--- src/rtl/jr_pkg.sv ---
package jr_pkg;
  // relationship of the S0 bank to the S1 bank
  typedef enum logic [1:0] {
    REL_OPP_PHASE,
    REL_SAME_PHASE,
    REL_SAME_BANK
  } jr_rel_e;

  // action chosen for one evaluated request
  typedef enum logic [1:0] {
    ACT_NONE,
    ACT_HOLD1,
    ACT_REPLAY2
  } jr_act_e;

  // sequencer state; outputs are decoded from it
  typedef enum logic [1:0] {
    SQ_IDLE,
    SQ_HOLD1,
    SQ_REP_A,
    SQ_REP_B
  } jr_state_e;
endpackage

--- src/rtl/jr_classify.sv ---
module jr_classify
  import jr_pkg::*;
#(
  parameter int SEL_W = 2
) (
  input  logic [SEL_W-1:0] sel_new,
  input  logic [SEL_W-1:0] sel_old,
  input  logic             old_valid,
  input  logic             even_mode,
  output jr_rel_e          rel,
  output jr_act_e          act
);
  logic phase_differs;
  logic bank_differs;

  assign phase_differs = sel_new[0] != sel_old[0];
  assign bank_differs  = sel_new != sel_old;

  always_comb begin
    if (phase_differs)     rel = REL_OPP_PHASE;
    else if (bank_differs) rel = REL_SAME_PHASE;
    else                   rel = REL_SAME_BANK;
  end

  // odd mode: only the same-phase relations hurt; even mode swaps this
  always_comb begin
    act = ACT_NONE;
    unique case (rel)
      REL_OPP_PHASE:  act = even_mode ? ACT_HOLD1 : ACT_NONE;
      REL_SAME_PHASE: act = even_mode ? ACT_NONE  : ACT_HOLD1;
      default:        act = even_mode ? ACT_NONE
                          : (old_valid ? ACT_REPLAY2 : ACT_HOLD1);
    endcase
  end
endmodule

--- src/rtl/jr_parity.sv ---
module jr_parity #(
  parameter int KEY_W = 16
) (
  input  logic             clk,
  input  logic             rst_n,
  input  logic             upd,
  input  logic [KEY_W-1:0] key_new,
  input  logic [KEY_W-1:0] key_old,
  input  logic             old_valid,
  output logic             even_mode
);
  logic repeat_hit;
  assign repeat_hit = old_valid && (key_new == key_old);

  always_ff @(posedge clk) begin
    if (!rst_n)   even_mode <= 1'b0;
    else if (upd) even_mode <= repeat_hit ? ~even_mode : 1'b0;
  end

  a_r8_clear_on_new_address: assert property (@(posedge clk) disable iff (!rst_n)
    (upd && !repeat_hit) |=> !even_mode);
  a_r9_flag_frozen: assert property (@(posedge clk) disable iff (!rst_n)
    !upd |=> $stable(even_mode));
endmodule

--- src/rtl/jr_sequencer.sv ---
module jr_sequencer
  import jr_pkg::*;
(
  input  logic    clk,
  input  logic    rst_n,
  input  logic    s0_valid,
  input  jr_act_e act,
  output logic    eval,
  output logic    kill_s1,
  output logic    replay_s1,
  output logic    replay_s2
);
  jr_state_e st, st_nx;

  assign eval = (st == SQ_IDLE) && s0_valid;

  always_comb begin
    st_nx = st;
    unique case (st)
      SQ_IDLE: begin
        if (eval) begin
          unique case (act)
            ACT_HOLD1:   st_nx = SQ_HOLD1;
            ACT_REPLAY2: st_nx = SQ_REP_A;
            default:     st_nx = SQ_IDLE;
          endcase
        end
      end
      SQ_HOLD1: st_nx = SQ_IDLE;
      SQ_REP_A: st_nx = SQ_REP_B;
      default:  st_nx = SQ_IDLE;
    endcase
  end

  always_ff @(posedge clk) begin
    if (!rst_n) st <= SQ_IDLE;
    else        st <= st_nx;
  end

  assign kill_s1   = st != SQ_IDLE;
  assign replay_s1 = st == SQ_HOLD1;
  assign replay_s2 = (st == SQ_REP_A) || (st == SQ_REP_B);

  a_r10_no_request_no_strobe: assert property (@(posedge clk) disable iff (!rst_n)
    (!kill_s1 && !s0_valid) |=> !kill_s1);
  a_r4_hold_one_cycle: assert property (@(posedge clk) disable iff (!rst_n)
    replay_s1 |=> !kill_s1);
  a_r6_replay_second_cycle: assert property (@(posedge clk) disable iff (!rst_n)
    $rose(replay_s2) |=> replay_s2);
  a_r6_replay_ends: assert property (@(posedge clk) disable iff (!rst_n)
    (replay_s2 && $past(replay_s2)) |=> !kill_s1);
  a_r12_exclusive: assert property (@(posedge clk) disable iff (!rst_n)
    !(replay_s1 && replay_s2));
endmodule

--- src/rtl/jr_path.sv ---
module jr_path
  import jr_pkg::*;
#(
  parameter int SEL_W = 2,
  parameter int KEY_W = 16
) (
  input  logic             clk,
  input  logic             rst_n,
  input  logic             s0_valid,
  input  logic [SEL_W-1:0] s0_sel,
  input  logic [KEY_W-1:0] s0_key,
  input  logic             s1_valid,
  input  logic [SEL_W-1:0] s1_sel,
  input  logic [KEY_W-1:0] s1_key,
  output logic             kill_s1,
  output logic             replay_s1,
  output logic             replay_s2
);
  logic    even_mode;
  logic    eval;
  jr_rel_e rel;
  jr_act_e act;

  jr_classify #(.SEL_W(SEL_W)) u_cls (
    .sel_new  (s0_sel),
    .sel_old  (s1_sel),
    .old_valid(s1_valid),
    .even_mode(even_mode),
    .rel      (rel),
    .act      (act)
  );

  jr_parity #(.KEY_W(KEY_W)) u_par (
    .clk      (clk),
    .rst_n    (rst_n),
    .upd      (eval),
    .key_new  (s0_key),
    .key_old  (s1_key),
    .old_valid(s1_valid),
    .even_mode(even_mode)
  );

  jr_sequencer u_seq (
    .clk      (clk),
    .rst_n    (rst_n),
    .s0_valid (s0_valid),
    .act      (act),
    .eval     (eval),
    .kill_s1  (kill_s1),
    .replay_s1(replay_s1),
    .replay_s2(replay_s2)
  );

  a_r3_opposite_phase_quiet: assert property (@(posedge clk) disable iff (!rst_n)
    (eval && !even_mode && rel == REL_OPP_PHASE) |=> !kill_s1);
endmodule

--- src/rtl/fetch_replay_ctrl.sv ---
module fetch_replay_ctrl #(
  parameter int ADDR_W     = 16,
  parameter int NBANK      = 4,
  parameter int LINE_WORDS = 8
) (
  input  logic              clk,
  input  logic              rst_n,
  input  logic              s0_valid,
  input  logic [ADDR_W-1:0] s0_addr,
  input  logic              s1_valid,
  input  logic [ADDR_W-1:0] s1_addr,
  output logic              dat_kill_s1,
  output logic              dat_replay_s1,
  output logic              dat_replay_s2,
  output logic              tag_kill_s1,
  output logic              tag_replay_s1,
  output logic              tag_replay_s2
);
  localparam int BANK_W     = $clog2(NBANK);
  localparam int LINE_SHIFT = $clog2(LINE_WORDS);
  localparam int LINE_W     = ADDR_W - LINE_SHIFT;

  // data banks: selected by the low word bits, phase by bit 0
  jr_path #(.SEL_W(BANK_W), .KEY_W(ADDR_W)) u_dat (
    .clk      (clk),
    .rst_n    (rst_n),
    .s0_valid (s0_valid),
    .s0_sel   (s0_addr[BANK_W-1:0]),
    .s0_key   (s0_addr),
    .s1_valid (s1_valid),
    .s1_sel   (s1_addr[BANK_W-1:0]),
    .s1_key   (s1_addr),
    .kill_s1  (dat_kill_s1),
    .replay_s1(dat_replay_s1),
    .replay_s2(dat_replay_s2)
  );

  // tag banks: two, selected by the lowest set-index bit
  jr_path #(.SEL_W(1), .KEY_W(LINE_W)) u_tag (
    .clk      (clk),
    .rst_n    (rst_n),
    .s0_valid (s0_valid),
    .s0_sel   (s0_addr[LINE_SHIFT]),
    .s0_key   (s0_addr[ADDR_W-1:LINE_SHIFT]),
    .s1_valid (s1_valid),
    .s1_sel   (s1_addr[LINE_SHIFT]),
    .s1_key   (s1_addr[ADDR_W-1:LINE_SHIFT]),
    .kill_s1  (tag_kill_s1),
    .replay_s1(tag_replay_s1),
    .replay_s2(tag_replay_s2)
  );
endmodule

--- config.mk ---
export PLATFORM = sky130hd
export DESIGN_NAME = fetch_replay_ctrl
export DESIGN_NICKNAME = d
export VERILOG_FILES = /design/src/rtl/jr_pkg.sv /design/src/rtl/jr_classify.sv /design/src/rtl/jr_parity.sv /design/src/rtl/jr_sequencer.sv /design/src/rtl/jr_path.sv /design/src/rtl/fetch_replay_ctrl.sv
export SDC_FILE = /design/constraint.sdc
export NUM_CORES = 1
export LEC_CHECK = 0
export BUFFER_PORTS_ARGS = -buffer_cell sky130_fd_sc_hd__buf_2
export CAP_MARGIN = 20
export CELL_PAD_IN_SITES_DETAIL_PLACEMENT = 0
export CELL_PAD_IN_SITES_GLOBAL_PLACEMENT = 1
export CORE_MARGIN = 5
export CORE_UTILIZATION = 24
export DETAILED_ROUTE_END_ITERATION = 12
export PLACE_DENSITY_LB_ADDON = 0.1
export SLEW_MARGIN = 20
export SYNTH_ARGS = -nofsm -noshare
export SYNTH_HDL_FRONTEND = slang
export SYNTH_SLANG_ARGS = --single-unit
--- constraint.sdc ---
create_clock -name clk -period 3.4 [get_ports clk]
set_input_delay 0.68 -clock clk [delete_from_list [all_inputs] [get_ports clk]]
set_output_delay 0.68 -clock clk [all_outputs]
set_load 0.03 [all_outputs]
# --- Word-level counts from Yosys, hierarchy flattened ---
# Index checks and enable logic that the tools add are counted.
# Widths: inputs -> output; s select.
totals:
  input_bits: 36
  out_inout_bits: 6
  reg_bits: 6
  word_cells: 57
classes:
  mux: 20
  n_eq_ne: 19
  n_reduce_logical: 12
  bitwise: 2
ops:
  columns: ["op", "count"]
  rows:
  - ["$pmux 2 s2", 6]
  - ["$eq 16x16->1", 1]
  - ["$mux 2", 8]
  - ["$eq 13x13->1", 1]
  - ["$eq 2x1->1 const B", 6]
  - ["$eq 2x2->1 const B", 6]
  - ["$logic_not 2->1", 4]
  - ["$mux 1", 6]
  - ["$logic_and 1x1->1", 4]
  - ["$ne 2x1->1 const B", 2]
  - ["$reduce_bool 2->1", 2]
  - ["$logic_or 1x1->1", 2]
  - ["$ne 1x1->1", 2]
  - ["$ne 2x2->1", 1]
  - ["$not 1->1", 2]

# --- Depth between registers and ports, before layout ---
depth:
  word_depth: 9
  ltp_mapped: 4
  depth_no_buf: 4

# --- Modules after synthesis ---
# A second synthesis with hierarchy kept.
hier_totals:
  hier_cells: 87
  hier_area_um2: 739.5
modules_own_cells:
  columns: ["mod", "area_each_um2", "cells_each", "n_inst", "seq_area_each_um2"]
  rows:
  - ["jr_parity (u_dat.u_par)", 215.2, 26, 1, 20.0]
  - ["jr_sequencer", 106.4, 13, 2, 40.0]
  - ["jr_parity (u_tag.u_par)", 186.4, 22, 1, 20.0]
  - ["jr_classify (u_dat.u_cls)", 68.8, 7, 1, 0.0]
  - ["jr_classify (u_tag.u_cls)", 56.3, 6, 1, 0.0]

# --- Worst setup path before layout ---
# Ideal clock, no wire load.
synth_timing:
  path_kind: "input to register"
  from: "input s1_addr[3]"
  to: "register u_dat.u_par.even_mode"
  path_buffers: 0
  cell_stages: 4
  required_time_ns: 3.316
  arrival_time_ns: 1.705
  path_slack_ns: 1.610
  setup_time_ns: 0.084
  cell_sequence: "xnor2_2 nand4_1 or4_4 o31ai_2"
synth_via:
  elab_chain_cells: 3
synth_lines:
  columns: ["element", "line_no", "rtl"]
  rows:
  - ["start, declared", "fetch_replay_ctrl.sv:11", "input logic [ADDR_W-1:0] s1_addr,"]
  - ["$eq 16x16->1", "jr_parity.sv:13", "assign repeat_hit = old_valid && (key_new == key_old);"]
  - ["$logic_and 1x1->1", "jr_parity.sv:13", null]
  - ["$mux 1", "jr_parity.sv:17", "else if (upd) even_mode <= repeat_hit ? ~even_mode : 1'b0;"]
  - ["end signal, assigned", "jr_parity.sv:17", null]
  - ["end, declared", "jr_parity.sv:10", "output logic even_mode"]
# No other way between the ends.
# A chain may end at the register's enable or synchronous reset.

# --- Worst setup path after layout ---
layout_timing:
  from: "register u_tag.u_seq.st[1]"
  to: "output tag_kill_s1"
layout_via:
  elab_chain_cells: 1
layout_lines:
  columns: ["element", "line_no", "rtl"]
  rows:
  - ["start, declared", "jr_sequencer.sv:13", "jr_state_e st, st_nx;"]
  - ["start signal, assigned", "jr_sequencer.sv:37", "else st <= st_nx;"]
  - ["$reduce_bool 2->1", "jr_sequencer.sv:40", "assign kill_s1 = st != SQ_IDLE;"]
  - ["end, declared", "fetch_replay_ctrl.sv:15", "output logic tag_kill_s1,"]
# No other way between the ends.

==> summary.md <==
| Metric | Value |
|---|---|
| Post-route DRC | 0 |
| Die area | 2950 µm² |
| Largest family of logic cells by synthesized area | XOR/XNOR gates |
| Vias | 544 |
| Status | finished, final reports clean |
| Max Root-Sink Buffers | 2 |
| Number of synthesis warnings | 0 |
| Post-route setup TNS | 0 ns |
| Mapped Nets | 98 |
| CTS Sinks | 6 |
| Initial antenna violation count | 0 |
| Clock root buffer master | clkbuf_4 |
| DR iter-0 viols | 4 |
| Finished Core Util | 0.378 |
| Layout area overhead | 53.8% |
| WP data arrival | 1.03 ns |
| GRT Overall Usage | 0.0941 |
| Gr ovfl total | 0 |
| Max Slew Vio Count | 0 |
| Setup repair bufs after CTS | 0 |
| Setup Skew | 0.0000772 ns |
| Max-cap violations | 0 |
| Async set or reset register ratio after synthesis | 0 |
| Nets@finish | 142 |
| First-pass DRT Iterations | 4 |
| Core area | 1920 µm² |
| Post-Synth XOR/XNOR Area | 0.313 |
| Largest net degree at the start of global routing | 7 |
| Commonest cells in the netlist | 14 x xnor2_1, 8 x inv_1, 8 x nor2_1 |
| Share of cells above drive strength 1 | 0.452 |
| Synthesized cell area | 472 µm² |
| Unrepaired setup endpoints after global routing | no |
| First-pass GRT wire length | 1970 µm |
| Sequential share of power | 0.348 |
| Worst Path Required | 2.72 ns |
| EDFF count, synth | 0 |
| Primary FF master, synth | dfxtp_1 |
| Int Power | 149 µW |
| Critical Path Source Type | register |
| Worst-Margin Slew | 0.209 ns |
| Max rail drop VDD | 0.0000902 V |
| Routed Antenna Nets | 0 |
| Num CTS Buffers | 3 |
| Setup-failing EPs final | 0 |
| Fin crit period | 1.71 ns |
| Count leader, synth | xnor2_1 |
| Sw Share | 0.310 |
| F_max | 0.584 GHz |
| Vias/cell | 4.15 |
| Hold buffer count at cts | 0 |
| Worst Setup End Kind | output pin |
| Hold Fails Final Rpt | 0 |
| # IOs | 42 |
| GPL Wtd Cong | 0.787 |
| Clk Latency, worst-skew pair | 0.25 ns |
| Die X | 54.3 µm |
| Synth Area in Adders | 0 |
| Drt wl/cell | 9.50 µm |
| Max-slew headroom | 0.860 |
| Htree depth | 1 |
| Post_cts resized | 0 |
| CTS tree | yes |
| Gate Count Post-Synth | 62 |
| Min-delay worst type | reg -> reg |
| Initial Utilization | 0.245 |
| Yosys top cell area share | 0.260 |
| Syn avg cell area | 7.61 µm² |
| N_diodes | 0 |
| Synth cell types | 16 |
| Clock power frac | 0.318 |
| Flop and latch count out of synthesis | 6 |
| P per Cell Area | 297 nW/µm² |
| Tcrit/Tclk final | 0.503 |
| Main area contributors after synthesis | xnor2_1 26%, dfxtp_1 25%, inv_1 6.4%, nor2_1 6.4%, o211ai_1 6.4% |
| Post-synthesis sequential area ratio | 0.255 |
| Switching power | 66.8 µW |
| Die span in y | 54.3 µm |
| Compound-Gate Fraction of Synth Area | 0.167 |
| Vias in the first global route | 547 |
| Simple-gate share of the synthesized area | 0.186 |
| WS Path Type | reg -> out |
| DRT Wirelength | 1240 µm |
| Combinational share of power | 0.334 |
| Yosys top cell by area | xnor2_1 |
| Clock slew at reported path FFs | 0.05 ns |
| Worst-path fanout max | 6 |
| PortBufs | 41 |
| Rows | 16 |
| Dpl hpwl | 1120 µm |
| Multiplexer area fraction after synthesis | 0 |
| Leakage | 0.000347 µW |
-- power groups by stage --
stage,clock (µW),sequential [µW],combinational (µW)
3_5_place_dp,0,76.3,73.2
6_report,68.7,75.0,72.1
5_1_grt,73.5,75.2,80.3
2_1_floorplan,0,75.7,40.9
4_1_cts,70.1,75.0,73.4
3_3_place_gp,0,76.2,73.2
-- path summary, 6_finish.rpt --
check                        startpoint                     to  slack, ns  cells after the start
setup / recovery      u_tag.u_seq.st[1]            tag_kill_s1       1.69                      3
setup reg to reg      u_dat.u_seq.st[1]  u_dat.u_par.even_mode       2.43                      4
hold / removal    u_tag.u_par.even_mode  u_tag.u_par.even_mode       0.51                      2
hold reg to reg   u_tag.u_par.even_mode  u_tag.u_par.even_mode       0.51                      2
-- cell families (layout without fill, tap and decap cells) --
| logic type | after synthesis | in the layout |
|---|---|---|
| buffers and inverters | 10 | 52 |
| flip-flops | 6 | 6 |
| AND/OR/NAND/NOR | 18 | 18 |
| XOR/XNOR | 16 | 16 |
| AO/OA/AOI/OAI | 12 | 12 |
-- metrics by stage --
step / total power (µW) / worst slack, ns / hold slack (ns) / cells / area, µm²
finish: 216 / 1.69 / 0.505 / 131 / 726
detailed placement: 150 / 1.41 / 0.499 / 128 / 703
global route: 229 / 1.61 / 0.525 / 131 / 726
global placement: 149 / 1.44 / 0.502 / 128 / 703
CTS: 218 / 1.67 / 0.506 / 131 / 726
floorplan: 117 / 1.61 / 0.471 / 62 / 472
-- state kept, by name, indices dropped and copies added (netlist names) --
signal / flops
u_dat.u_seq.st: 2
u_tag.u_seq.st: 2
u_dat.u_par.even_mode: 1
u_tag.u_par.even_mode: 1
-- critical path, cell delays in order (launching register included) --
cell     delay [ns]
dfxtp_1        0.41
nor2_1         0.09
inv_1          0.08
buf_2          0.19
-- metal layers --
layer | global-route usage | share of wire | vias up
li1 | - | - | 291
met1 | 0.105 | 0.40 | 220
met2 | 0.145 | 0.45 | 31
met3 | 0.0218 | 0.13 | 2
met4 | 0.0871 | 0.016 | 0
met5 | 0 | 0 | -
-- cell usage in the layout, fill, tap and decap left out --
cell type / count
buf_2: 41
xnor2_1: 14
nor2_1: 8
inv_1: 8
dfxtp_1: 6
a21oi_1: 5
o211ai_1: 4
nand4_1: 4
nand2_1: 3
clkbuf_4: 3
nand3_1: 2
xor2_1: 1
xnor2_2: 1
or4_4: 1
o31ai_2: 1
o21ai_1: 1
a31oi_1: 1
-- layout make-up --
type                            instances  area [µm²]
Fill cell                             227        1200
Clock buffer                            3        22.5
Tap cell                               27        33.8
Multi-Input combinational cell         46         314
Timing Repair Buffer                   41         205
Inverter                                8        30.0
Sequential cell                         6         120
No activity file was read; power rests on OpenSTA's default activity.
